### src/rtl/uart_fstop_pkg.sv
package uart_fstop_pkg;

  typedef enum logic [2:0] {
    ST_IDLE,
    ST_ARMED,
    ST_START,
    ST_DATA,
    ST_STOP
  } tx_state_e;

  // Lower half of the code space ends at exactly one bit, upper half at two.
  function automatic int unsigned stop_ticks(input int unsigned code,
                                             input int unsigned code_w,
                                             input int unsigned ovs);
    int unsigned half;
    half = 1 << (code_w - 1);
    if (code < half) return ovs - half + 1 + code;
    else             return 2 * ovs - 2 * half + 1 + code;
  endfunction

endpackage

### src/rtl/uart_fstop_cfg.sv
module uart_fstop_cfg #(
  parameter int CODE_W   = 4,
  parameter int RST_CODE = 7
) (
  input  logic              clk,
  input  logic              rst,
  input  logic              wr_en,
  input  logic [CODE_W-1:0] wr_code,
  output logic [CODE_W-1:0] code
);

  always_ff @(posedge clk) begin
    if (rst)        code <= CODE_W'(RST_CODE);
    else if (wr_en) code <= wr_code;
  end

endmodule

### src/rtl/uart_fstop_ser.sv
module uart_fstop_ser
  import uart_fstop_pkg::*;
#(
  parameter int DATA_W = 8,
  parameter int OVS    = 16,
  parameter int CODE_W = 4,
  parameter int LEN_W  = $clog2(2 * OVS + 1)
) (
  input  logic              clk,
  input  logic              rst,
  input  logic              tick,
  input  logic [CODE_W-1:0] code,
  input  logic              in_valid,
  input  logic [DATA_W-1:0] in_data,
  output logic              in_ready,
  output logic              txd,
  output logic [LEN_W-1:0]  stop_len
);

  localparam int IDX_W = (DATA_W > 1) ? $clog2(DATA_W) : 1;

  tx_state_e         state;
  logic [LEN_W-1:0]  cnt;
  logic [IDX_W-1:0]  idx;
  logic [DATA_W-1:0] shreg;
  logic              accept;
  logic              bit_end;

  assign accept  = in_valid && in_ready;
  assign bit_end = tick && (cnt == LEN_W'(OVS - 1));

  always_ff @(posedge clk) begin
    if (rst) begin
      state    <= ST_IDLE;
      in_ready <= 1'b1;
      txd      <= 1'b1;
      cnt      <= '0;
      idx      <= '0;
      shreg    <= '0;
      stop_len <= '0;
    end else begin
      case (state)
        ST_IDLE: begin
          if (accept) begin
            shreg    <= in_data;
            stop_len <= LEN_W'(stop_ticks(int'(code), CODE_W, OVS));
            in_ready <= 1'b0;
            cnt      <= '0;
            idx      <= '0;
            if (tick) begin
              txd   <= 1'b0;
              state <= ST_START;
            end else begin
              state <= ST_ARMED;
            end
          end
        end
        ST_ARMED: begin
          if (tick) begin
            txd   <= 1'b0;
            cnt   <= '0;
            state <= ST_START;
          end
        end
        ST_START: begin
          if (bit_end) begin
            cnt   <= '0;
            txd   <= shreg[0];
            state <= ST_DATA;
          end else if (tick) begin
            cnt <= cnt + 1'b1;
          end
        end
        ST_DATA: begin
          if (bit_end) begin
            cnt <= '0;
            if (idx == IDX_W'(DATA_W - 1)) begin
              txd   <= 1'b1;
              state <= ST_STOP;
            end else begin
              idx   <= idx + 1'b1;
              shreg <= shreg >> 1;
              txd   <= shreg[1];
            end
          end else if (tick) begin
            cnt <= cnt + 1'b1;
          end
        end
        ST_STOP: begin
          if (tick) begin
            if (cnt == stop_len - LEN_W'(2)) begin
              cnt      <= '0;
              in_ready <= 1'b1;
              state    <= ST_IDLE;
            end else begin
              cnt <= cnt + 1'b1;
            end
          end
        end
        default: state <= ST_IDLE;
      endcase
    end
  end

endmodule

### src/rtl/uart_fstop_tx.sv
module uart_fstop_tx #(
  parameter int DATA_W   = 8,
  parameter int OVS      = 16,
  parameter int CODE_W   = 4,
  parameter int RST_CODE = 7
) (
  input  logic              clk,
  input  logic              rst,
  input  logic              os_tick,
  input  logic              cfg_we,
  input  logic [CODE_W-1:0] cfg_code,
  input  logic              in_valid,
  input  logic [DATA_W-1:0] in_data,
  output logic              in_ready,
  output logic              txd
);

  localparam int LEN_W = $clog2(2 * OVS + 1);

  logic [CODE_W-1:0] code_q;
  logic [LEN_W-1:0]  stop_len;

  uart_fstop_cfg #(
    .CODE_W  (CODE_W),
    .RST_CODE(RST_CODE)
  ) cfg_i (
    .clk    (clk),
    .rst    (rst),
    .wr_en  (cfg_we),
    .wr_code(cfg_code),
    .code   (code_q)
  );

  uart_fstop_ser #(
    .DATA_W(DATA_W),
    .OVS   (OVS),
    .CODE_W(CODE_W),
    .LEN_W (LEN_W)
  ) ser_i (
    .clk     (clk),
    .rst     (rst),
    .tick    (os_tick),
    .code    (code_q),
    .in_valid(in_valid),
    .in_data (in_data),
    .in_ready(in_ready),
    .txd     (txd),
    .stop_len(stop_len)
  );

endmodule

### config.mk
export PLATFORM = sky130hd
export DESIGN_NAME = uart_fstop_tx
export DESIGN_NICKNAME = d
export VERILOG_FILES = /design/src/rtl/uart_fstop_pkg.sv /design/src/rtl/uart_fstop_cfg.sv /design/src/rtl/uart_fstop_ser.sv /design/src/rtl/uart_fstop_tx.sv
export SDC_FILE = /design/constraint.sdc
export NUM_CORES = 1
export LEC_CHECK = 0
export BUFFER_PORTS_ARGS = -buffer_cell sky130_fd_sc_hd__buf_2
export CAP_MARGIN = 25
export CORE_MARGIN = 2
export CORE_UTILIZATION = 58
export DETAILED_ROUTE_END_ITERATION = 10
export GPL_ROUTABILITY_DRIVEN = 1
export PLACE_DENSITY = 0.79
export RECOVER_POWER = 50
export SLEW_MARGIN = 20
export SYNTH_ARGS = -nofsm -noshare
export SYNTH_HDL_FRONTEND = slang
export SYNTH_SLANG_ARGS = --single-unit
### constraint.sdc
create_clock -name clk -period 2.5 [get_ports clk]
set_input_delay 0.375 -clock clk [delete_from_list [all_inputs] [get_ports clk]]
set_output_delay 0.375 -clock clk [all_outputs]
set_load 0.02 [all_outputs]
==> results of run 1 <==
-- metrics by stage --
step           power, uW  hold slack (ns)  setup slack, ns
4_1_cts             2000            0.229            0.499
5_1_grt             2110            0.222            0.182
3_3_place_gp        1570            0.444            0.606
6_report            1970            0.240            0.393
2_1_floorplan       1500            0.444            0.752
3_5_place_dp        1610            0.459            0.540
-- placed cells by master, fill, tap and decap left out, drive strengths merged, types with 4 or more instances in the layout --
| cell | netlist | final |
|---|---|---|
| a211o | 4 | 4 |
| ha | 5 | 5 |
| nand3b | 4 | 4 |
| xor2 | 4 | 4 |
| a21oi | 9 | 9 |
| and3 | 4 | 4 |
| xnor2 | 5 | 5 |
| a211oi | 14 | 14 |
| nand2 | 12 | 12 |
| dfxtp | 32 | 32 |
| clkbuf | 4 | 9 |
| nor2 | 30 | 30 |
| nor4 | 6 | 6 |
| mux2i | 17 | 17 |
| inv | 8 | 8 |
| buf | 10 | 18 |
-- kinds of logic (layout without fill, tap and decap cells) --
logic type | after synthesis | count (layout) | synth area share (%)
AO/OA/AOI/OAI | 42 | 42 | 19.8
XOR/XNOR | 9 | 9 | 4.21
adder cells (fa/ha/maj) | 5 | 5 | 3.34
buffers and inverters | 22 | 37 | 7.15
flip-flops | 32 | 32 | 34.2
multiplexers | 17 | 17 | 9.08
AND/OR/NAND/NOR | 72 | 72 | 22.2
-- layer usage --
layer  part of all wire (%)  vias to the layer above
li1                       -                      745
met1                     45                      646
met2                     50                       33
met3                    4.3                        3
met4                   0.85                        0
met5                      0                        -
-- flip-flops by register name, summed over array words and instances (netlist names) --
| signal | cells |
|---|---|
| ser_i.idx | 3 |
| ser_i.stop_len | 6 |
| ser_i.cnt | 6 |
| cfg_i.code | 4 |
| ser_i.in_ready | 1 |
| ser_i.txd | 1 |
| ser_i.state | 3 |
| ser_i.shreg | 8 |
-- power by group through the flow --
stage | Clock [uW] | Sequential [uW] | Combinational [uW]
after floorplan | 0 | 717 | 781
after global placement | 0 | 763 | 806
after detailed placement | 0 | 770 | 843
after CTS | 396 | 758 | 849
after global routing | 415 | 776 | 921
final | 385 | 755 | 828
-- worst paths after layout --
path                    end  cells after the start          from
max reg2reg  ser_i.state[0]                      6  ser_i.cnt[0]
max          ser_i.state[0]                      6  ser_i.cnt[0]
min           cfg_i.code[1]                      2   cfg_code[1]
min reg2reg       ser_i.txd                      1     ser_i.txd
-- final cells by class --
type,count,share of cell area (%)
clock buffer,6,2.07
clock inverter,2,1.76
inverter,8,1.51
multi-input combinational,145,54.2
sequential,32,32.2
tap,44,2.77
timing repair buffer,21,5.47
==> impl_metrics.toml, run 1 <==
[timing]
finalSetupViolCount = 0
min_period_ns = 2.11
worst_slew_pin_slew_ns = 1.62
finalSetupTns_ns = 0
slew_headroom_pct = -7.81
rsz0062_at_grt = "no"
fin_skew_ns = 0.0129
min_period_over_period_pct = 84.3
finalHoldViolations = 0
fmax_ghz = 0.475
finalMaxSlewViolations = 35

[clock_tree]
clockBufferDepth = 2
h-tree-depth = 2
cts_buffers = 5
clock_latency_ns = 0.33
post_cts_buffers = 0
cts_repair_resize_count = 0
clkTransAtPathRegs_ns = 0.10
tritoncts = "done"
ctsHoldBuffers = 0
clk_root_buffer_cell = "clkbuf_4"
cts_sinks = 32

[final_layout]
syn_to_final_growth_pct = 6.28
drive_gt1_share_pct = 21.5
fin_cells = 258
multi_input_area_um2 = 1080
fillers = 273
fin_area_um2 = 1990
diodes = 0
nets = 235
register_area_um2 = 641
post-route-util_pct = 65.2

[logic_synthesis]
synth.most_common_cell = "dfxtp_1"
yosysTopAreaCellShare_pct = 34.2
synth_edf_count = 0
yosysSeqAreaShare_pct = 34.2
synth_nets = 221
syn_inst = 199
yosysUniqueCellTypes = 50
synthTopCellsByCount = "dfxtp_1 (32), nor2_1 (29), mux2i_1 (17)"
syn-cell-area_um2 = 1870
syn_area_per_cell_um2 = 9.41
ys_ff_latch = 32
yosysTopAreaCell = "dfxtp_1"
yosys_warnings = 0
synthTopCellsByArea = "dfxtp_1 (34%), mux2i_1 (9.1%), nor2_1 (5.8%)"
async_flop_share_pct = 0
ys.flop_type = "dfxtp_1"

[grt]
track_usage_pct = 21.6
grt_max_degree = 35
grt_pass1_wl_um = 5980
grt_use_met1_pct = 27.7
busiest_layer = "met2"
grt_remaining_overflow = 0
antenna_found_initial = 0
grt.met3_usage_pct = 5.97
grt_pass1_vias = 1365
met2_usage_pct = 35.8

[power_and_ir_drop]
p_switching_uw = 764
p_sw_share_pct = 38.8
max-vdd-ir-drop_uv = 537
pwr-share-comb_pct = 42.1
p_seq_share_pct = 38.4
power_density_nw_per_um2 = 988
p_int_uw = 1200
power.share.clock_pct = 19.5
leakage_uw = 0.000800

[floorplan]
die_width_um = 60.8
io-pin-count = 19
std_cell_rows = 20
die_area_um2 = 3700
die_h_um = 60.8
core_um2 = 3050
initial_utilization_pct = 61.4

[routing]
drt-initial-drc-count = 87
vias_per_cell = 5.53
wl_per_cell_um = 13.3
dr_total_vias = 1427
final_antenna_net_count = 0
firstDrtPassIters = 4
drc = 0
drt_wl_total_um = 3430

[worst_setup_path]
cpPeakStageDelay_ns = 0.46
slowest_stage = "or4_1"
rrSetupSlack_ns = 0.39
path_cells = "ha_1 > nand3_2 > o41ai_1 > a21oi_2 > or4_1 > a21oi_1"
critPathCaptureType = "flip-flop"
cp.arrival_ns = 2.34
worst-path-buf-inv = 0
cp_max_fo = 5
required_ns = 2.73
critical_path.top_delay_family = "compound AO/OA/AOI/OAI gates"
critPathLaunchType = "flip-flop"
path_class = "flip-flop to flip-flop"

[min_path]
hold_class = "input port to flip-flop"

[job]
drv_cap = 1

[place]
dp.final_hpwl_um = 2480
dp.cells = 250
port_buffers = 18
dpl_cell_area_um2 = 1940
place_congestion = 0.780

[status]
violations = "capacitance limit, slew limit"
status = "finished with violations"
(Power assumes the default switching activity.)
==> run 2: changes to the inputs <==
Settings changed: CORE_UTILIZATION 58 to 52, PLACE_DENSITY 0.79 to 0.74.
Clock period 2.5 ns to 1.8 ns, I/O delays scaled along.
==> impl_metrics.toml, run 2 (synthesized netlist as in run 1, its figures left out) <==
[floorplan]
die_h_um = 64.0
core_um2 = 3390
die_area_um2 = 4100
io-pin-count = 19
initial_utilization_pct = 55.3
die_width_um = 64.0
std_cell_rows = 21

[routing]
drc = 0
dr_total_vias = 1497
vias_per_cell = 5.52
final_antenna_net_count = 0
drt-initial-drc-count = 52
wl_per_cell_um = 13.7
drt_wl_total_um = 3710
firstDrtPassIters = 4

[final_layout]
largest_register = "ser_i.shreg"
reg.largest.list = "ser_i.shreg: 8 flops, ser_i.cnt: 6 flops, ser_i.stop_len: 6 flops"
fin_area_um2 = 2190
fin_cells = 271
fillers = 279
largest_register_ffs = 8
drive_gt1_share_pct = 35.1
nets = 247
layout_common_cells = "nor2_1 (29), dfxtp_1 (23), buf_2 (18)"
diodes = 0
layout_commonest_cell = "nor2_1"
syn_to_final_growth_pct = 17.0

[place]
dp.cells = 263
dp.final_hpwl_um = 2700
dp_slack_ns = -0.0448
port_buffers = 18
place_congestion = 0.868
dpl_cell_area_um2 = 2030

[clock_tree]
ctsHoldBuffers = 0
cts_sinks = 32
clkTransAtPathRegs_ns = 0.09
clockBufferDepth = 2
clock_latency_ns = 0.34
cts_buffers = 5
h-tree-depth = 2
clk_root_buffer_cell = "clkbuf_4"
tritoncts = "done"

[timing]
finalHoldViolations = 0
fin_skew_ns = 0.0124
finalSetupViolCount = 0
rsz0062_at_grt = "yes"
worst_slew_pin_slew_ns = 0.672
min_period_ns = 1.75
finalSetupTns_ns = 0
final.setup.worst_slack_ns = 0.0530
min_period_over_period_pct = 97.1
slew_headroom_pct = 55.2
finalMaxSlewViolations = 0
fmax_ghz = 0.572

[grt]
track_usage_pct = 19.8
antenna_found_initial = 0
grt_pass1_vias = 1461
grt_remaining_overflow = 0
grt_pass1_wl_um = 6360
grt_max_degree = 35

[worst_setup_path]
path_class = "flip-flop to flip-flop"
cp.arrival_ns = 1.95
cp_max_fo = 4
critPathLaunchType = "flip-flop"
required_ns = 2.00
critPathCaptureType = "flip-flop"

[status]
status = "finished, final reports clean"

[min_path]
hold_class = "input port to flip-flop"

[job]
drv_cap = 0

[power_and_ir_drop]
power_density_nw_per_um2 = 1330
leakage_uw = 0.000868
max-vdd-ir-drop_uv = 760
## run 2: changes by cell type in the layout (fill, tap and decap cells not counted), moves of 3 or more
cell / delta
buf_4: +11
clkbuf_1: -4
dfxtp_2: +9
dfxtp_1: -9
buf_2: +3
ha_1: -3
## run 2: area by class of cell
type / count / area, um^2 / share of cell area (%)
clock buffer: 7 / 65.1 / 2.97
inverter: 8 / 30.0 / 1.37
multi-input combinational: 145 / 1170 / 53.5
sequential: 32 / 652 / 29.8
tap: 46 / 57.6 / 2.63
timing repair buffer: 33 / 215 / 9.82
## run 2: per-layer routing
metal  routed length [um]  track usage [%]  up-vias
li1                     -                -      764
met1                 1640             24.0      703
met2                 1880             32.8       22
met3                  124             5.63        8
met4                   70             7.61        0
met5                    0                0        -
## run 2: power breakdown
group	leakage (uW)	total (uW)	internal, uW	switching, uW
Sequential	0.000267	1040	874	164
Clock	0.0000374	469	221	248
Combinational	0.000564	1410	679	733
Total	0.000868	2920	1770	1150
## run 2: worst paths after layout
path	from	end	slack (ns)	depth (start not counted)
setup reg to reg	ser_i.stop_len[1]	ser_i.cnt[3]	0.05	7
hold reg to reg	ser_i.txd	ser_i.txd	0.47	1
hold / removal	cfg_code[1]	cfg_i.code[1]	0.14	2
setup / recovery	ser_i.stop_len[1]	ser_i.cnt[3]	0.05	7
## run 2: repair_timing
action	CTS	global route
pin swaps	4	8
cloned	0	0
resized for setup	4	19
setup endpoints to repair	4	18
buffers inserted	0	1
## run 2: critical path, cell delays in order, from the launching register on
cell      delay, ns
dfxtp_2        0.34
inv_2          0.04
ha_4           0.24
xnor2_2        0.14
nor3_2         0.24
o211ai_4       0.14
a211oi_4       0.40
nor4_2         0.06
## run 2: per-stage QoR
stage / total power (uW) / hold WS [ns] / util, %
3_5_place_dp: 2360 / 0.446 / 60.0
5_1_grt: 3110 / 0.132 / 64.6
6_report: 2920 / 0.136 / 64.6
4_1_cts: 2850 / 0.123 / 62.5
2_1_floorplan: 2080 / 0.388 / -
3_3_place_gp: 2300 / 0.444 / 60.0
